<file path="config.mk">
export PLATFORM = sky130hd
export DESIGN_NAME = supply_write_guard
export DESIGN_NICKNAME = d
export VERILOG_FILES = /design/src/rtl/guard_pkg.sv /design/src/rtl/guard_sync.sv /design/src/rtl/guard_timer.sv /design/src/rtl/guard_fsm.sv /design/src/rtl/supply_write_guard.sv
export SDC_FILE = /design/constraint.sdc
export NUM_CORES = 1
export LEC_CHECK = 0
export BUFFER_PORTS_ARGS = -buffer_cell sky130_fd_sc_hd__buf_2
export CORE_ASPECT_RATIO = 1.2
export CORE_MARGIN = 2
export CORE_UTILIZATION = 38
export CTS_BUF_LIST = sky130_fd_sc_hd__clkbuf_16
export DETAILED_ROUTE_END_ITERATION = 10
export GPL_TIMING_DRIVEN = 1
export SLEW_MARGIN = 10
export SYNTH_ARGS = -nofsm -noshare
export SYNTH_HDL_FRONTEND = slang
export SYNTH_HIERARCHICAL = 1
export SYNTH_SLANG_ARGS = --single-unit
</file>
<file path="constraint.sdc">
create_clock -name clk_i -period 3 [get_ports clk_i]
set_clock_uncertainty 0.2 [all_clocks]
set_input_delay 0.3 -clock clk_i [delete_from_list [all_inputs] [get_ports clk_i]]
set_output_delay 0.3 -clock clk_i [all_outputs]
set_load 0.1 [all_outputs]
</file>
<file path="src/rtl/guard_pkg.sv">
package guard_pkg;

  typedef enum logic [2:0] {
    ST_RESET   = 3'd0,
    ST_WAIT    = 3'd1,
    ST_STARTUP = 3'd2,
    ST_READY   = 3'd3,
    ST_INHIBIT = 3'd4
  } guard_state_e;

  // 2.2 ms (2 ms + 10 %) expressed in cycles of a clock given in kHz
  function automatic int startup_cycles(input int clk_khz);
    return (clk_khz * 22) / 10;
  endfunction

endpackage

</file>
<file path="src/rtl/guard_sync.sv">
module guard_sync #(
  parameter int WIDTH  = 2,
  parameter int STAGES = 2
) (
  input  logic             clk_i,
  input  logic             rst_ni,
  input  logic [WIDTH-1:0] d_i,
  output logic [WIDTH-1:0] q_o
);

  logic [WIDTH-1:0] stage_q [STAGES];

  for (genvar s = 0; s < STAGES; s++) begin : g_stage
    if (s == 0) begin : g_first
      always_ff @(posedge clk_i or negedge rst_ni) begin
        if (!rst_ni) stage_q[s] <= '0;
        else         stage_q[s] <= d_i;
      end
    end else begin : g_next
      always_ff @(posedge clk_i or negedge rst_ni) begin
        if (!rst_ni) stage_q[s] <= '0;
        else         stage_q[s] <= stage_q[s-1];
      end
    end
  end

  assign q_o = stage_q[STAGES-1];

endmodule

</file>
<file path="src/rtl/guard_timer.sv">
module guard_timer #(
  parameter int CYC = 16
) (
  input  logic clk_i,
  input  logic rst_ni,
  input  logic run_i,
  output logic done_o
);

  localparam int CNT_W = (CYC > 2) ? $clog2(CYC) : 1;
  localparam logic [CNT_W-1:0] LAST = CNT_W'(CYC - 1);

  logic [CNT_W-1:0] cnt_q;

  always_ff @(posedge clk_i or negedge rst_ni) begin
    if (!rst_ni)            cnt_q <= '0;
    else if (!run_i)        cnt_q <= '0;
    else if (cnt_q != LAST) cnt_q <= cnt_q + 1'b1;
  end

  assign done_o = run_i && (cnt_q == LAST);

endmodule

</file>
<file path="src/rtl/guard_fsm.sv">
module guard_fsm
  import guard_pkg::*;
(
  input  logic         clk_i,
  input  logic         rst_ni,
  input  logic         wi_s_i,
  input  logic         vmin_s_i,
  input  logic         done_i,
  input  logic         ce_n_i,
  output guard_state_e state_o,
  output logic         run_o,
  output logic         ready_o,
  output logic         abort_o
);

  guard_state_e state_q, state_d;
  logic         abort_q;
  logic         supply_ok;

  assign supply_ok = wi_s_i && vmin_s_i;

  always_comb begin
    state_d = state_q;
    unique case (state_q)
      ST_RESET:   state_d = ST_WAIT;
      ST_WAIT: begin
        if (!wi_s_i)        state_d = ST_INHIBIT;
        else if (vmin_s_i)  state_d = ST_STARTUP;
      end
      ST_STARTUP: begin
        // a drop wins over completion in the same cycle
        if (!wi_s_i)        state_d = ST_INHIBIT;
        else if (!vmin_s_i) state_d = ST_WAIT;
        else if (done_i)    state_d = ST_READY;
      end
      ST_READY: begin
        if (!wi_s_i)        state_d = ST_INHIBIT;
        else if (!vmin_s_i) state_d = ST_WAIT;
      end
      ST_INHIBIT: begin
        if (supply_ok)      state_d = ST_STARTUP;
        else if (wi_s_i)    state_d = ST_WAIT;
      end
      default:              state_d = ST_RESET;
    endcase
  end

  always_ff @(posedge clk_i or negedge rst_ni) begin
    if (!rst_ni) begin
      state_q <= ST_RESET;
      abort_q <= 1'b0;
    end else begin
      state_q <= state_d;
      abort_q <= (state_q == ST_READY) && (state_d != ST_READY) && !ce_n_i;
    end
  end

  assign state_o = state_q;
  assign run_o   = (state_q == ST_STARTUP);
  assign ready_o = (state_q == ST_READY);
  assign abort_o = abort_q;

endmodule

</file>
<file path="src/rtl/supply_write_guard.sv">
module supply_write_guard
  import guard_pkg::*;
#(
  parameter int CLK_KHZ     = 250_000,
  parameter int STARTUP_CYC = guard_pkg::startup_cycles(CLK_KHZ),
  parameter int SYNC_STAGES = 2
) (
  input  logic clk_i,
  input  logic rst_ni,
  input  logic wi_ok_i,
  input  logic vmin_ok_i,
  input  logic ce_n_i,
  input  logic we_n_i,
  output logic ce_n_o,
  output logic we_n_o,
  output logic ready_o,
  output logic abort_o
);

  logic [1:0]   flags_s;
  logic         wi_s, vmin_s;
  logic         run, done;
  guard_state_e state;

  guard_sync #(.WIDTH(2), .STAGES(SYNC_STAGES)) sync_i (
    .clk_i  (clk_i),
    .rst_ni (rst_ni),
    .d_i    ({vmin_ok_i, wi_ok_i}),
    .q_o    (flags_s)
  );

  assign wi_s   = flags_s[0];
  assign vmin_s = flags_s[1];

  guard_timer #(.CYC(STARTUP_CYC)) timer_i (
    .clk_i  (clk_i),
    .rst_ni (rst_ni),
    .run_i  (run),
    .done_o (done)
  );

  guard_fsm fsm_i (
    .clk_i    (clk_i),
    .rst_ni   (rst_ni),
    .wi_s_i   (wi_s),
    .vmin_s_i (vmin_s),
    .done_i   (done),
    .ce_n_i   (ce_n_i),
    .state_o  (state),
    .run_o    (run),
    .ready_o  (ready_o),
    .abort_o  (abort_o)
  );

  // strobes pass only in the ready state, otherwise held inactive
  assign ce_n_o = ready_o ? ce_n_i : 1'b1;
  assign we_n_o = ready_o ? we_n_i : 1'b1;

endmodule

</file>
==> out/metrics.csv <==
stage,metric,value,unit
status,status,completed,
floorplan,Top Ports,10,
clock_tree,CTS Buf Count,3,
detailed_routing,DRC Markers,0,
worst_setup_path,FF-to-FF Start,timer_i/cnt_q[11]$_DFFE_PN0P_,
sta,FMAX,409.5,MHz
synthesis,Unique masters post-synth,37,
floorplan,DIE WIDTH,59.24,microns
sta,min cycle time layout,2.442,ns
synthesis,#FFs+latches synth,28,
synthesis,Syn Inst Count,132,
worst_setup_path,Startpoint Class,flip-flop,
detailed_routing,DR pass1 iterations,4,
clock_tree,H-tree depth,1,
pwr,Sw Ratio,0.2483,
sta,worst hold slack,0.01196,ns
layout,Layout Cells excl Fill,184,
layout,most frequent cells in the layout,"dfrtp_1 (28), nand2_1 (14), and2_1 (11)",
pwr,VDD IR max,220.6,uV
worst_setup_path,worst path cell trace,or4b_1 > or3_4 > nor4_1 > and2_1 > nand2b_1 > a311oi_1 > a21o_1,
detailed_routing,average wire per standard cell,13.63,microns
global_routing,first-pass GRT wire length,4.278,mm
pwr,Seq pwr share,0.453,
clock_tree,TritonCTS sink count,28,
worst_setup_path,Worst path slowest cell,or4b_1,
global_routing,vias in the first global route,955,
hold_path,Hold EP,fsm_i/abort_o$_DFF_PN0_,
sta,Worst Tran Pin Value,0.7082,ns
sta,fin worst setup slack,0.5583,ns
placed_design,Port Buffer Count,9,
detailed_routing,final wirelength,2.508,mm
floorplan,core region area,3573,sq um
worst_setup_path,Reg2Reg Depth,7,
global_routing,gr ovfl total,0,
global_routing,Tot GR Track Use,0.1322,
floorplan,FP Rows,24,
worst_setup_path,Slowest Stage Delay on Critical Path,0.53,ns
worst_setup_path,CP arrival,2.44,ns
sta,TNS Setup,0,ns
hold_path,Worst Hold Path Cells,2,
clock_tree,Bufs on Longest Clock Path,2,
clock_tree,clk_lat worst skew,0.26,ns
sta,RSZ-0062 raised after global routing,no,
placed_design,pre-CTS WS,0.5855,ns
sta,Worst slew margin,0.5235,
pwr,internal power,710.9,uW
sta,Final Max Slew Viols,0,
worst_setup_path,CP endpoint kind,flip-flop,
worst_setup_path,r2r setup slk,0.56,ns
synthesis,Synth Warn #,6,
hold_path,hold_sp,ce_n_i,
placed_design,post-place instance area,1470,sq um
layout,Final Core Density,0.4492,
clock_tree,Root Buffer Master,clkbuf_16,
synthesis,Mapped Area,1391,sq um
floorplan,die height,70.29,microns
sta,# setup viols final,0,
worst_setup_path,"Req. time, crit path",3.00,ns
worst_setup_path,Reg2Reg Capture Point,fsm_i/state_o[0]$_DFF_PN0_,
placed_design,# placed instances,177,
clock_tree,CTS tree,done,
clock_tree,# resized after CTS,0,
worst_setup_path,kind of critical path,reg2reg,
global_routing,initial antenna violation count,0,
sta,Fin. Hold Viols,0,
layout,share of layout cells above drive strength 1,0.1655,
synthesis,average size of a mapped cell,10.54,sq um
placed_design,Placer Congestion,0.7792,
synthesis,syn nets,139,
worst_setup_path,CP Max Fanout,5,
hold_path,HP Class,in2reg,
layout,"most common cell after layout, fill and taps aside",dfrtp_1,
detailed_routing,drt via density,5.462,
clock_tree,clk slew on worst S/H paths,0.07,ns
layout,P&R area growth vs syn,15.38,%
placed_design,dpl hpwl,1.781,mm
pwr,Comb pwr share,0.139,
layout,nets,153,
detailed_routing,Iter 0 DRT Violations,40,
synthesis,sequential fraction of the synthesis area,0.5036,
pwr,clock share of power,0.408,
pwr,"Power, Total",945.7,uW
pwr,PwrDens,589.1,nW/um^2
floorplan,DIE AREA,4163,sq um
detailed_routing,vias,1005,
global_routing,pin count of the biggest net entering global routing,29,
floorplan,Initial Util,0.3894,
sta,fin crit share,0.8139,
pwr,Static Leak,0.6733,nW
detailed_routing,Final ANT Viol Nets,0,
pwr,NetSw,234.8,uW
layout,post-route cell area,1605,sq um
layout,Antenna diodes,0,
run,MaxCap Viol Count,0,
-- worst max-delay path by stage --
stage	from	to	slack, ns	cells after the start
3_5_place_dp	timer_i/cnt_q[11]$_DFFE_PN0P_	timer_i/cnt_q[3]$_DFFE_PN0P_	0.59	5
6_report	timer_i/cnt_q[11]$_DFFE_PN0P_	fsm_i/state_o[0]$_DFF_PN0_	0.56	7
3_3_place_gp	timer_i/cnt_q[8]$_DFFE_PN0P_	fsm_i/state_o[0]$_DFF_PN0_	0.61	7
4_1_cts	timer_i/cnt_q[11]$_DFFE_PN0P_	fsm_i/state_o[0]$_DFF_PN0_	0.55	7
2_1_floorplan	fsm_i/state_o[2]$_DFF_PN0_	ce_n_o	0.36	2
5_1_grt	timer_i/cnt_q[11]$_DFFE_PN0P_	timer_i/cnt_q[3]$_DFFE_PN0P_	0.45	5
-- registers in the layout, summed over array words and instances, names as in the netlist --
name,count
fsm_i/abort_o,1
timer_i/cnt_q,20
sync_i/q_o,2
fsm_i/state_o,3
sync_i/stage_q,2
-- power by group through the flow --
stage	Combinational, mW	Sequential (mW)	Clock, mW
2_1_floorplan	0.0969	0.435	0
3_3_place_gp	0.126	0.434	0
3_5_place_dp	0.131	0.435	0
4_1_cts	0.134	0.428	0.397
5_1_grt	0.144	0.433	0.414
6_report	0.132	0.428	0.386
-- repair_timing --
item,4_1_cts,5_1_grt
endpoints found under the hold margin,30,0
setup endpoints to repair,0,0
hold buffers,3,0
setup buffers,0,0
-- synth_stat cells (all sizes together) --
| library cell | n | area share |
|---|---|---|
| a311oi | 1 | 0.0063 |
| nor4 | 4 | 0.029 |
| nand3b | 1 | 0.0054 |
| inv | 2 | 0.0054 |
| nand3 | 7 | 0.025 |
| dfrtp | 28 | 0.50 |
| or4 | 1 | 0.0054 |
| nand4 | 3 | 0.013 |
| o21a | 1 | 0.0054 |
| and3b | 1 | 0.0063 |
| a21boi | 5 | 0.027 |
| xor2 | 5 | 0.031 |
| and4 | 1 | 0.0072 |
| nor2 | 2 | 0.0054 |
| ha | 1 | 0.0090 |
| o211ai | 1 | 0.0054 |
| or3 | 6 | 0.033 |
| xnor2 | 7 | 0.044 |
| nand2b | 4 | 0.018 |
| nor3b | 2 | 0.014 |
| and3 | 2 | 0.0090 |
| or4b | 2 | 0.014 |
| mux2i | 1 | 0.0072 |
| clkbuf | 2 | 0.0054 |
| nor3 | 5 | 0.025 |
| a21o | 1 | 0.0054 |
| nor2b | 3 | 0.013 |
| o21ai | 6 | 0.022 |
| buf | 2 | 0.011 |
| nand2 | 14 | 0.038 |
| and2 | 11 | 0.049 |
-- kinds of logic (layout without fill, tap and decap cells) --
logic type,count (synthesis),in the layout,share of synthesized area
adder cells (fa/ha/maj),1,1,0.008991
buffers and inverters,6,19,0.02158
multiplexers,1,1,0.007195
AO/OA/AOI/OAI,15,15,0.07105
XOR/XNOR,12,12,0.07554
AND/OR/NAND/NOR,69,69,0.3121
flip-flops,28,28,0.5036
-- per-layer routing --
layer,part of all wire,routed length [microns],track usage,up-vias
met2,0.53,1327,0.2161,10
met5,0,0,0,-
met3,0.021,53,0.02963,2
li1,-,-,-,484
met4,0.0076,19,0.05808,0
met1,0.44,1108,0.1620,509
-- worst max-delay path: cells and delay by family, from the launching register on --
| kind | cells | cell delay [ns] |
|---|---|---|
| AO/OA/AOI/OAI | 2 | 0.38 |
| AND/OR/NAND/NOR | 5 | 1.39 |
| flip-flops | 1 | 0.43 |
-- cell type report --
type                       instances  area [sq um]
tap                               39         48.80
clock inverter                     1         30.03
fill                             332          1968
sequential                        28         700.7
inverter                           2         7.507
multi-input combinational         98         660.6
timing repair buffer              13         82.58
clock buffer                       3         75.07
No activity file was read; power rests on OpenSTA's default activity.
